**config.mk**
```make
export PLATFORM = sky130hd
export DESIGN_NAME = cec_window_eval
export DESIGN_NICKNAME = d
export VERILOG_FILES = /design/src/rtl/cec_chk_pkg.sv /design/src/rtl/cec_window_eval.sv
export SDC_FILE = /design/constraint.sdc
export NUM_CORES = 1
export LEC_CHECK = 0
export ABC_AREA = 1
export BUFFER_PORTS_ARGS = -buffer_cell sky130_fd_sc_hd__buf_2
export CAP_MARGIN = 10
export CORE_UTILIZATION = 25
export DETAILED_ROUTE_END_ITERATION = 7
export GPL_TIMING_DRIVEN = 0
export PLACE_DENSITY = 0.51
export SYNTH_ARGS = -nofsm -noshare
export SYNTH_HDL_FRONTEND = slang
export SYNTH_SLANG_ARGS = --single-unit
```
**constraint.sdc**
```tcl
create_clock -name vclk -period 1.5
set_clock_uncertainty 0.15 [all_clocks]
set_input_delay 0.15 -clock vclk [all_inputs]
set_output_delay 0.15 -clock vclk [all_outputs]
set_load 0.01 [all_outputs]
```
**src/rtl/cec_chk_pkg.sv**
```systemverilog
package cec_chk_pkg;

    typedef enum logic [1:0] {
        ST_IDLE = 2'd0,
        ST_MEAS = 2'd1,
        ST_WAIT = 2'd2
    } chk_state_e;

    typedef struct packed {
        logic rise_err;
        logic rise_bit;
        logic late_hit;
    } verdict_t;

endpackage

```
**src/rtl/cec_window_eval.sv**
```systemverilog
module cec_window_eval
    import cec_chk_pkg::*;
#(
    parameter int CNT_W       = 7,
    parameter int TRIM_W      = 3,
    parameter int EARLY1_BASE = 13,
    parameter int GAP_LO_BASE = 26,
    parameter int GAP_HI_BASE = 43,
    parameter int LATE0_BASE  = 56,
    parameter int PLAIN_SPLIT = 35
) (
    input  logic [CNT_W-1:0]  cnt,
    input  logic              chk_en,
    input  logic [TRIM_W-1:0] trim_early1,
    input  logic [TRIM_W-1:0] trim_gap_lo,
    input  logic [TRIM_W-1:0] trim_gap_hi,
    input  logic [TRIM_W-1:0] trim_late0,
    output verdict_t          verdict
);
    localparam logic [CNT_W-1:0] E1_B  = CNT_W'(EARLY1_BASE);
    localparam logic [CNT_W-1:0] GL_B  = CNT_W'(GAP_LO_BASE);
    localparam logic [CNT_W-1:0] GH_B  = CNT_W'(GAP_HI_BASE);
    localparam logic [CNT_W-1:0] L0_B  = CNT_W'(LATE0_BASE);
    localparam logic [CNT_W-1:0] SPLIT = CNT_W'(PLAIN_SPLIT);

    logic [CNT_W-1:0] early_lim, gap_lo, gap_hi, late_lim;
    logic below_early, in_one, in_gap, past_late;

    always_comb begin
        early_lim   = E1_B - CNT_W'(trim_early1);
        gap_lo      = GL_B + CNT_W'(trim_gap_lo);
        gap_hi      = GH_B - CNT_W'(trim_gap_hi);
        late_lim    = L0_B + CNT_W'(trim_late0);

        below_early = (cnt < early_lim);
        in_one      = !below_early && (cnt <= gap_lo);
        in_gap      = (cnt > gap_lo) && (cnt < gap_hi);
        past_late   = (cnt > late_lim);

        if (chk_en) begin
            verdict.rise_err = below_early | in_gap | past_late;
            verdict.rise_bit = in_one;
            verdict.late_hit = (cnt >= late_lim);
        end else begin
            verdict.rise_err = 1'b0;
            verdict.rise_bit = (cnt < SPLIT);
            verdict.late_hit = 1'b0;
        end
    end
endmodule

```
# Word level (Yosys, flattened, before mapping)
# Index checks and enable logic that the tools add are counted.
# classes
addsub	4
magnitude_cmp	7
muxes	1
n_bitwise	2
reduce_logical	3
# ops
op	count
$lt 7x7->1	2
$add 6x3->7 const A	1
$ge 7x7->1	1
$gt 7x6->1	1
$gt 7x7->1	1
$le 7x6->1	1
$lt 7x6->1 const B	1
$sub 6x3->7 const A	1
$add 5x3->6 const A	1
$sub 4x3->5 const A	1
$mux 3	1
$logic_and 1x1->1	2
$or 1x1->1	2
$logic_not 1->1	1
# word_totals
regBits	0
in_bits	20
wordCells	17

# Depth between registers and ports, before layout
# Gate-level depths: netlist of the first run.
# depth
depth_word	6
depth_mapped	12

# Worst setup path before layout of the first run
# OpenSTA, ideal clock, no wires.
# synth_timing
kind	input-to-output
start	in trim_gap_lo[1]
end	out verdict[2] (netlist name)
t_arrival_ns	1.269
t_required_ns	1.200
setup_slack_ns	-0.069
path_stages	11
cell_sequence	ha_1 -> inv_1 -> ha_1 -> nand2_1 -> inv_1 -> nand2_1 -> nand2_1 -> nand3_2 -> nand2_2 -> nand3_2 -> a21oi_2
# synth_rtl
element	line_no	text
start, declared	cec_window_eval.sv:15	input logic [TRIM_W-1:0] trim_gap_lo,
end, declared	cec_window_eval.sv:18	output verdict_t verdict

==> results of run 1 <==
==> cells in the mapped netlist, drive strengths merged <==
library cell	instances	share of area, %
nand2	27	20
inv	17	12
ha	16	37
a21oi	7	7.3
nand3	7	8.4
nor2	7	5.4
o21ai	3	2.8
nand4	2	2.3
nor3	2	1.9
nand3b	1	1.4
or2	1	1.2
==> how the worst max path moves through the flow <==
stage / slack (ns) / cells after the start / end
after global routing: -0.34 / 13 / verdict[2]
after detailed placement: -0.34 / 11 / verdict[1]
after global placement: -0.33 / 11 / verdict[1]
after CTS: -0.27 / 13 / verdict[2]
final: -0.23 / 13 / verdict[2]
after floorplan: -0.01 / 11 / verdict[2]
==> routing by layer <==
layer	GRT usage (%)	share of wire [%]	vias to the layer above
met4	0	0	0
met1	13.8	47	278
li1	-	-	339
met2	21.6	49	13
met3	0	3.1	0
met5	0	0	-
==> final cells by class <==
cell class,count,area [sq um],area share [%]
multi-input combinational,73,567,70.5
tap,27,33.8,4.20
timing repair buffer,23,138,17.1
inverter,17,66.3,8.24
==> cell families after synthesis <==
| group | count (synthesis) | share of synthesized area (%) |
|---|---|---|
| compound gates | 10 | 10.1 |
| fa+ha+maj | 16 | 37.5 |
| buf+inv | 17 | 11.9 |
| simple gates | 47 | 40.5 |
==> worst min-delay path: stages <==
cell and delay [ns]:
buf_2 0.10, nand2_1 0.05, inv_1 0.04, buf_2 0.11
==> stage by stage <==
stage                     setup TNS (ns)  cells  hold WS (ns)
after CTS                         -0.494    140         0.455
after floorplan                  -0.0116     90         0.246
final                             -0.451    140         0.455
after global placement            -0.632    140         0.450
after detailed placement          -0.686    140         0.454
after global routing              -0.657    140         0.492
==> power breakdown <==
| part | internal [W] | switching (W) |
|---|---|---|
| Sequential | 0 | 0 |
| Clock | 0 | 0 |
| Combinational | 0.000103 | 0.000113 |
| Total | 0.000103 | 0.000113 |
==> what timing repair did <==
item	4_1_cts	5_1_grt
cloned	0	0
pin swaps	5	8
setup endpoints to repair	3	3
resized for setup	10	7
==> impl_metrics.csv, run 1 <==
group,metric,value,unit
worst_setup_path,worstPathRequired,1.20,ns
sta,setup_viol,2,
global_route,track_usage,10.9,%
place,gp_congestion,0.733,
cts,ctsHoldBuffers,0,
sta,rsz0062_at_grt,"true",
yosys,syn_nets,126,
layout,nFillCells,216,
pwr,p_leak,0.437,nW
layout,fin_util,40.6,%
pwr,ir_drop,0.120,mV
run_status,status,"finished with violations",
floorplan,die-area,2330,sq um
place,dpl-instance-area,733,sq um
worst_setup_path,cp_max_fo,3,
layout,layout_common_cells,"nand2_1, buf_2, inv_1",
layout,num-nets-final,151,
layout,final-seq-area,0,sq um
floorplan,die_h,48.2,microns
global_route,grt_max_degree,8,
yosys,syn_inst,90,
worst_setup_path,criticalPathCategory,"in2out",
sta,max_slew_margin,88.1,%
floorplan,floorplan.initialDensity,27.0,%
pwr,p_per_area,269,nW/um^2
worst_hold_path,worstHoldStart,"chk_en",
layout,layout-drive-gt1-share,37.2,%
drt,dr_total_vias,630,
drt,wl_per_cell,9.09,microns
drt,drc,0,
yosys,seq_area_frac_synth,0,%
floorplan,core_area,1980,sq um
worst_setup_path,crit_family,"adder cells",
layout,final_area,805,sq um
layout,n_antenna_cell,0,
cts,post-cts-setup-buffers,0,
sta,hold_viol_final,0,
layout,n_clock_buffer,0,
global_route,grt_pass1_wl,1880,microns
worst_setup_path,cp-startpoint,"trim_gap_lo[1]",
drt,ant_nets,0,
pwr,power,0.000216,W
worst_setup_path,critPathSlowestCell,"ha_4",
worst_hold_path,min_path_cells,4,
drt,viasPerCell,4.50,
sta,finalWorstSetupSlack,-0.231,ns
worst_setup_path,crit_chain,"buf_8 -> ha_4 -> inv_4 -> ha_4 -> nand2_2 -> inv_2 -> nand2_1 -> nand2_1 -> nand3_2 -> nand2_2 -> nand3_2 -> a21oi_2 -> buf_2",
yosys,synth.cell_area,534,sq um
drt,drt_first_pass_iters,4,
global_route,grt_pass1_vias,493,
yosys,yosysWarnings,0,
drt,drt_iter0_drc,5,
job,cap_viol_max_count,0,
layout,final_common_cell,"nand2_1",
floorplan,io_pins,23,
global_route,grt.overflow.total,0,
sta,worstMarginPinSlew,0.177,ns
worst_setup_path,critPathArrivalTime,1.43,ns
drt,drt_wl_total,1270,microns
floorplan,rows,16,
worst_setup_path,crit_path_max_incr_delay,0.26,ns
place,port_buffers,23,
worst_hold_path,min_to,"verdict[0]",
place,dp_hpwl,1120,microns
worst_hold_path,min_path_type,"in2out",
floorplan,dieWidth,48.2,microns
global_route,antenna_found_initial,0,
place,pre_cts_ws,-0.344,ns
worst_setup_path,critPathCaptureType,"output pin",
layout,seq_cells,0,
run_status,violations,"negative setup slack",
sta,fin_crit,1.73,ns
sta,slew_viol_final,0,
sta,finalCritPeriodShare,115,%
yosys,post_synth_num_cell_types,16,
layout,area_growth,50.6,%
yosys,avgSynthCellArea,5.94,sq um
worst_setup_path,cp-start-kind,"input pin",
worst_setup_path,path_buf_inv,4,
sta,fmax,578,MHz
No activity file was read; power rests on OpenSTA's default activity.
==> run 2, diff against run 1 <==
--- a/config.mk
+++ b/config.mk
@@ -11,7 +11,7 @@
 export CORE_UTILIZATION = 25
 export DETAILED_ROUTE_END_ITERATION = 7
 export GPL_TIMING_DRIVEN = 0
-export PLACE_DENSITY = 0.51
+export PLACE_DENSITY = 0.49
 export SYNTH_ARGS = -nofsm -noshare
 export SYNTH_HDL_FRONTEND = slang
 export SYNTH_SLANG_ARGS = --single-unit
==> constraint.sdc (replaced) <==
create_clock -name vclk -period 1.7
set_clock_uncertainty 0.15 [all_clocks]
set_input_delay 0.17 -clock vclk [all_inputs]
set_output_delay 0.17 -clock vclk [all_outputs]
set_load 0.01 [all_outputs]
==> impl_metrics.csv, run 2 (synthesis results as in run 1) <==
group,metric,value,unit
sta,fmax,552,MHz
floorplan,die-area,2330,sq um
sta,rsz0062_at_grt,"true",
drt,ant_nets,0,
worst_setup_path,cp-start-kind,"input pin",
worst_setup_path,critPathCaptureType,"output pin",
worst_setup_path,worstPathRequired,1.38,ns
sta,finalWorstSetupSlack,-0.111,ns
sta,finalSetupTns,-0.201,ns
global_route,track_usage,11.8,%
sta,slew_viol_final,0,
pwr,p_leak,0.442,nW
worst_hold_path,min_path_type,"in2out",
sta,max_slew_margin,86.1,%
floorplan,floorplan.initialDensity,27.0,%
floorplan,rows,16,
floorplan,core_area,1980,sq um
run_status,status,"finished with violations",
layout,final_area,777,sq um
layout,fin_cells,142,
drt,wl_per_cell,9.00,microns
pwr,ir_drop,0.108,mV
drt,dr_total_vias,601,
place,place_inst,140,
run_status,violations,"negative setup slack",
global_route,grt_pass1_wl,2010,microns
floorplan,dieWidth,48.2,microns
layout,layout_common_cells,"nand2_1, buf_2, inv_1",
layout,layout-drive-gt1-share,37.4,%
global_route,antenna_found_initial,0,
global_route,grt_max_degree,8,
drt,viasPerCell,4.23,
layout,seq_cells,0,
worst_setup_path,criticalPathCategory,"in2out",
sta,finalCritPeriodShare,107,%
layout,n_antenna_cell,0,
worst_setup_path,cp_max_fo,3,
worst_hold_path,worstHoldStart,"chk_en",
global_route,grt.overflow.total,0,
global_route,grt_pass1_vias,502,
worst_setup_path,critPathArrivalTime,1.49,ns
place,dpl-instance-area,683,sq um
drt,drt_iter0_drc,4,
floorplan,die_h,48.2,microns
place,gp_congestion,0.718,
layout,num-nets-final,153,
floorplan,io_pins,23,
place,dp_hpwl,1100,microns
layout,nFillCells,233,
layout,final-seq-area,0,sq um
sta,fin_crit,1.81,ns
drt,drt_wl_total,1280,microns
sta,hold_viol_final,0,
layout,final_common_cell,"nand2_1",
cts,ctsHoldBuffers,0,
layout,area_growth,45.4,%
drt,drt_first_pass_iters,3,
worst_setup_path,cp-startpoint,"trim_gap_lo[1]",
drt,drc,0,
place,port_buffers,23,
layout,n_clock_buffer,0,
pwr,p_per_area,239,nW/um^2
sta,setup_viol,2,
sta,worstMarginPinSlew,0.207,ns
job,cap_viol_max_count,0,
[run 2: cell types whose count changed in the layout (fill, tap and decap cells not counted)]
cell     before  now
inv_4         1    0
buf_2        20   21
ha_2          0    1
ha_1          9   11
ha_4          7    4
buf_6         0    1
nand2_1      24   22
buf_8         2    1
a21oi_2       2    1
nand2_2       3    5
inv_2         2    3
buf_4         1    2
a21oi_1       5    6
[run 2: worst paths after layout]
kind  slack, ns  depth (start not counted)          to
min        0.49                          4  verdict[0]
max       -0.11                         12  verdict[1]
[run 2: what timing repair did]
item / in CTS / in global routing
buffers inserted: 1 / 1
setup endpoints to repair: 2 / 2
gates resized for setup: 14 / 2
pin swaps: 8 / 3
[run 2: per-layer routing]
metal  wire, microns  up-vias  GRT usage (%)
li1                -      343              -
met1             624      247           17.4
met2             622       11           20.5
met3              31        0              0
met4               0        0              0
met5               0        -              0
[run 2: through the flow]
step	hold WS [ns]	utilization, %	total power (W)	setup WS, ns
global route	0.521	39.2	0.000217	-0.187
global placement	0.487	34.5	0.000151	-0.182
finish	0.486	39.2	0.000186	-0.111
detailed placement	0.491	34.5	0.000153	-0.192
CTS	0.491	38.6	0.000180	-0.0761
floorplan	0.286	-	0.0000945	0.0913
[run 2: final cells by class]
| type | count | area (sq um) | share of cell area [%] |
|---|---|---|---|
| Inverter | 17 | 63.8 | 8.21 |
| Multi-Input combinational cell | 73 | 533 | 68.6 |
| Tap cell | 27 | 33.8 | 4.35 |
| Timing Repair Buffer | 25 | 146 | 18.8 |
[run 2: report_power, final]
| group | leakage [nW] | internal [W] | switching [W] |
|---|---|---|---|
| combinational | 0.442 | 0.0000881 | 0.0000978 |
| clock | 0 | 0 | 0 |
| sequential | 0 | 0 | 0 |
| total | 0.442 | 0.0000881 | 0.0000978 |
[run 2: critical path, stage by stage]
cell	delay, ns
buf_8	0.10
ha_4	0.25
inv_2	0.03
ha_4	0.26
nand2_2	0.04
inv_2	0.06
buf_4	0.10
nand4_1	0.14
nand2_1	0.10
nand3_1	0.06
nand2_1	0.06
buf_2	0.12
==> run 3, diff against run 2 <==
--- a/config.mk
+++ b/config.mk
@@ -11,7 +11,7 @@
 export CORE_UTILIZATION = 25
 export DETAILED_ROUTE_END_ITERATION = 7
 export GPL_TIMING_DRIVEN = 0
-export PLACE_DENSITY = 0.49
+export PLACE_DENSITY = 0.54
 export SYNTH_ARGS = -nofsm -noshare
 export SYNTH_HDL_FRONTEND = slang
 export SYNTH_SLANG_ARGS = --single-unit
==> impl_metrics.csv, run 3 (synthesis results as in run 1) <==
group,metric,value,unit
run_status,status,"finished with violations",
run_status,violations,"negative setup slack",
sta,worstMarginPinSlew,0.178,ns
global_route,grt.overflow.total,0,
pwr,p_per_area,242,nW/um^2
layout,n_antenna_cell,0,
worst_hold_path,worstHoldStart,"chk_en",
worst_setup_path,crit_chain,"buf_8 -> ha_4 -> inv_2 -> ha_4 -> nand2_2 -> inv_2 -> nand2_1 -> nand2_1 -> nand3_2 -> nand2_2 -> nand2_1 -> nand3_1 -> nand2_1 -> buf_2",
worst_setup_path,cp-start-kind,"input pin",
layout,fin_cells,141,
sta,finalWorstSetupSlack,-0.0721,ns
place,dpl-instance-area,683,sq um
place,place_inst,140,
job,cap_viol_max_count,0,
worst_setup_path,cp_max_fo,3,
floorplan,dieWidth,48.2,microns
worst_hold_path,min_path_cells,4,
sta,rsz0062_at_grt,"true",
place,port_buffers,23,
drt,dr_total_vias,600,
floorplan,core_area,1980,sq um
pwr,ir_drop,0.0895,mV
layout,nFillCells,216,
pwr,power,0.000189,W
floorplan,die_h,48.2,microns
layout,final_area,782,sq um
floorplan,io_pins,23,
layout,multi_input_area,546,sq um
place,dp_hpwl,1120,microns
worst_hold_path,min_to,"verdict[0]",
global_route,antenna_found_initial,0,
drt,drt_first_pass_iters,4,
worst_setup_path,criticalPathCategory,"in2out",
layout,final-seq-area,0,sq um
layout,layout-drive-gt1-share,36.8,%
layout,seq_cells,0,
drt,ant_nets,0,
worst_setup_path,cp_common_cell,"nand2_1",
layout,area_growth,46.4,%
drt,drc,0,
global_route,grt_max_degree,8,
worst_setup_path,path_buf_inv,4,
worst_setup_path,crit_path_max_incr_delay,0.26,ns
global_route,grt_pass1_vias,521,
layout,num-nets-final,152,
floorplan,rows,16,
worst_hold_path,min_path_type,"in2out",
place,gp_congestion,0.842,
sta,fmax,564,MHz
layout,layout_common_cells,"nand2_1, buf_2, inv_1",
worst_setup_path,critPathSlowestCell,"ha_4",
floorplan,die-area,2330,sq um
layout,final_common_cell,"nand2_1",
sta,finalSetupTns,-0.143,ns
drt,viasPerCell,4.26,
sta,fin_crit,1.77,ns
drt,wl_per_cell,9.38,microns
sta,slew_viol_final,0,
worst_setup_path,critPathArrivalTime,1.45,ns
sta,max_slew_margin,88.0,%
floorplan,floorplan.initialDensity,27.0,%
pwr,p_leak,0.440,nW
sta,hold_slack,0.488,ns
global_route,grt_pass1_wl,2190,microns
layout,n_clock_buffer,0,
sta,finalCritPeriodShare,104,%
drt,drt_iter0_drc,2,
worst_setup_path,worstPathRequired,1.38,ns
drt,drt_wl_total,1320,microns
sta,setup_viol,2,
worst_setup_path,crit_family,"adder cells",
sta,hold_viol_final,0,
global_route,track_usage,13.0,%
worst_setup_path,critPathCaptureType,"output pin",
-- run 3: cell types whose count changed in the layout (fill, tap and decap cells not counted), sizes merged --
cell  change
buf       -1
-- run 3: layout make-up --
cell class	instances	share of cell area, %
Inverter	17	8.16
Multi-Input combinational cell	73	69.8
Tap cell	27	4.32
Timing Repair Buffer	24	17.8
-- run 3: per-layer routing --
metal  vias to the layer above  GRT usage, %  share of wire [%]
li1                        342             -                  -
met1                       249          18.2                 50
met2                         9          21.9                 48
met3                         0         0.741                2.6
met4                         0          2.22                  0
met5                         -             0                  0
-- run 3: worst max-delay path by stage --
stage | start | end | cells after the start
3_3_place_gp | trim_gap_lo[1] | verdict[2] | 13
3_5_place_dp | trim_gap_lo[1] | verdict[2] | 13
4_1_cts | trim_gap_lo[1] | verdict[1] | 14
6_report | trim_gap_lo[1] | verdict[1] | 14
5_1_grt | trim_gap_lo[1] | verdict[2] | 13
2_1_floorplan | trim_gap_lo[1] | verdict[2] | 11
-- run 3: power breakdown --
| group | switching, W | leakage [nW] | internal (W) |
|---|---|---|---|
| registers | 0 | 0 | 0 |
| logic | 0.0000998 | 0.440 | 0.0000891 |
| clock network | 0 | 0 | 0 |
| total | 0.0000998 | 0.440 | 0.0000891 |
-- run 3: what timing repair did --
item                                    4_1_cts  5_1_grt
endpoints found under the setup margin        2        2
hold buffers                                  0        0
gates resized for setup                      17        1
pin swaps                                     9        1
setup buffers                                 1        0
-- run 3: through the flow --
step / setup slack, ns / utilization [%]
after global placement: -0.179 / 34.5
after floorplan: 0.0913 / -
after global routing: -0.189 / 39.5
after detailed placement: -0.200 / 34.5
after CTS: -0.0800 / 39.3
final: -0.0721 / 39.5
-- run 3: worst min-delay path, cell delays in order --
cell and delay (ns):
buf_2 0.10, nand2_1 0.05, inv_1 0.04, buf_2 0.11
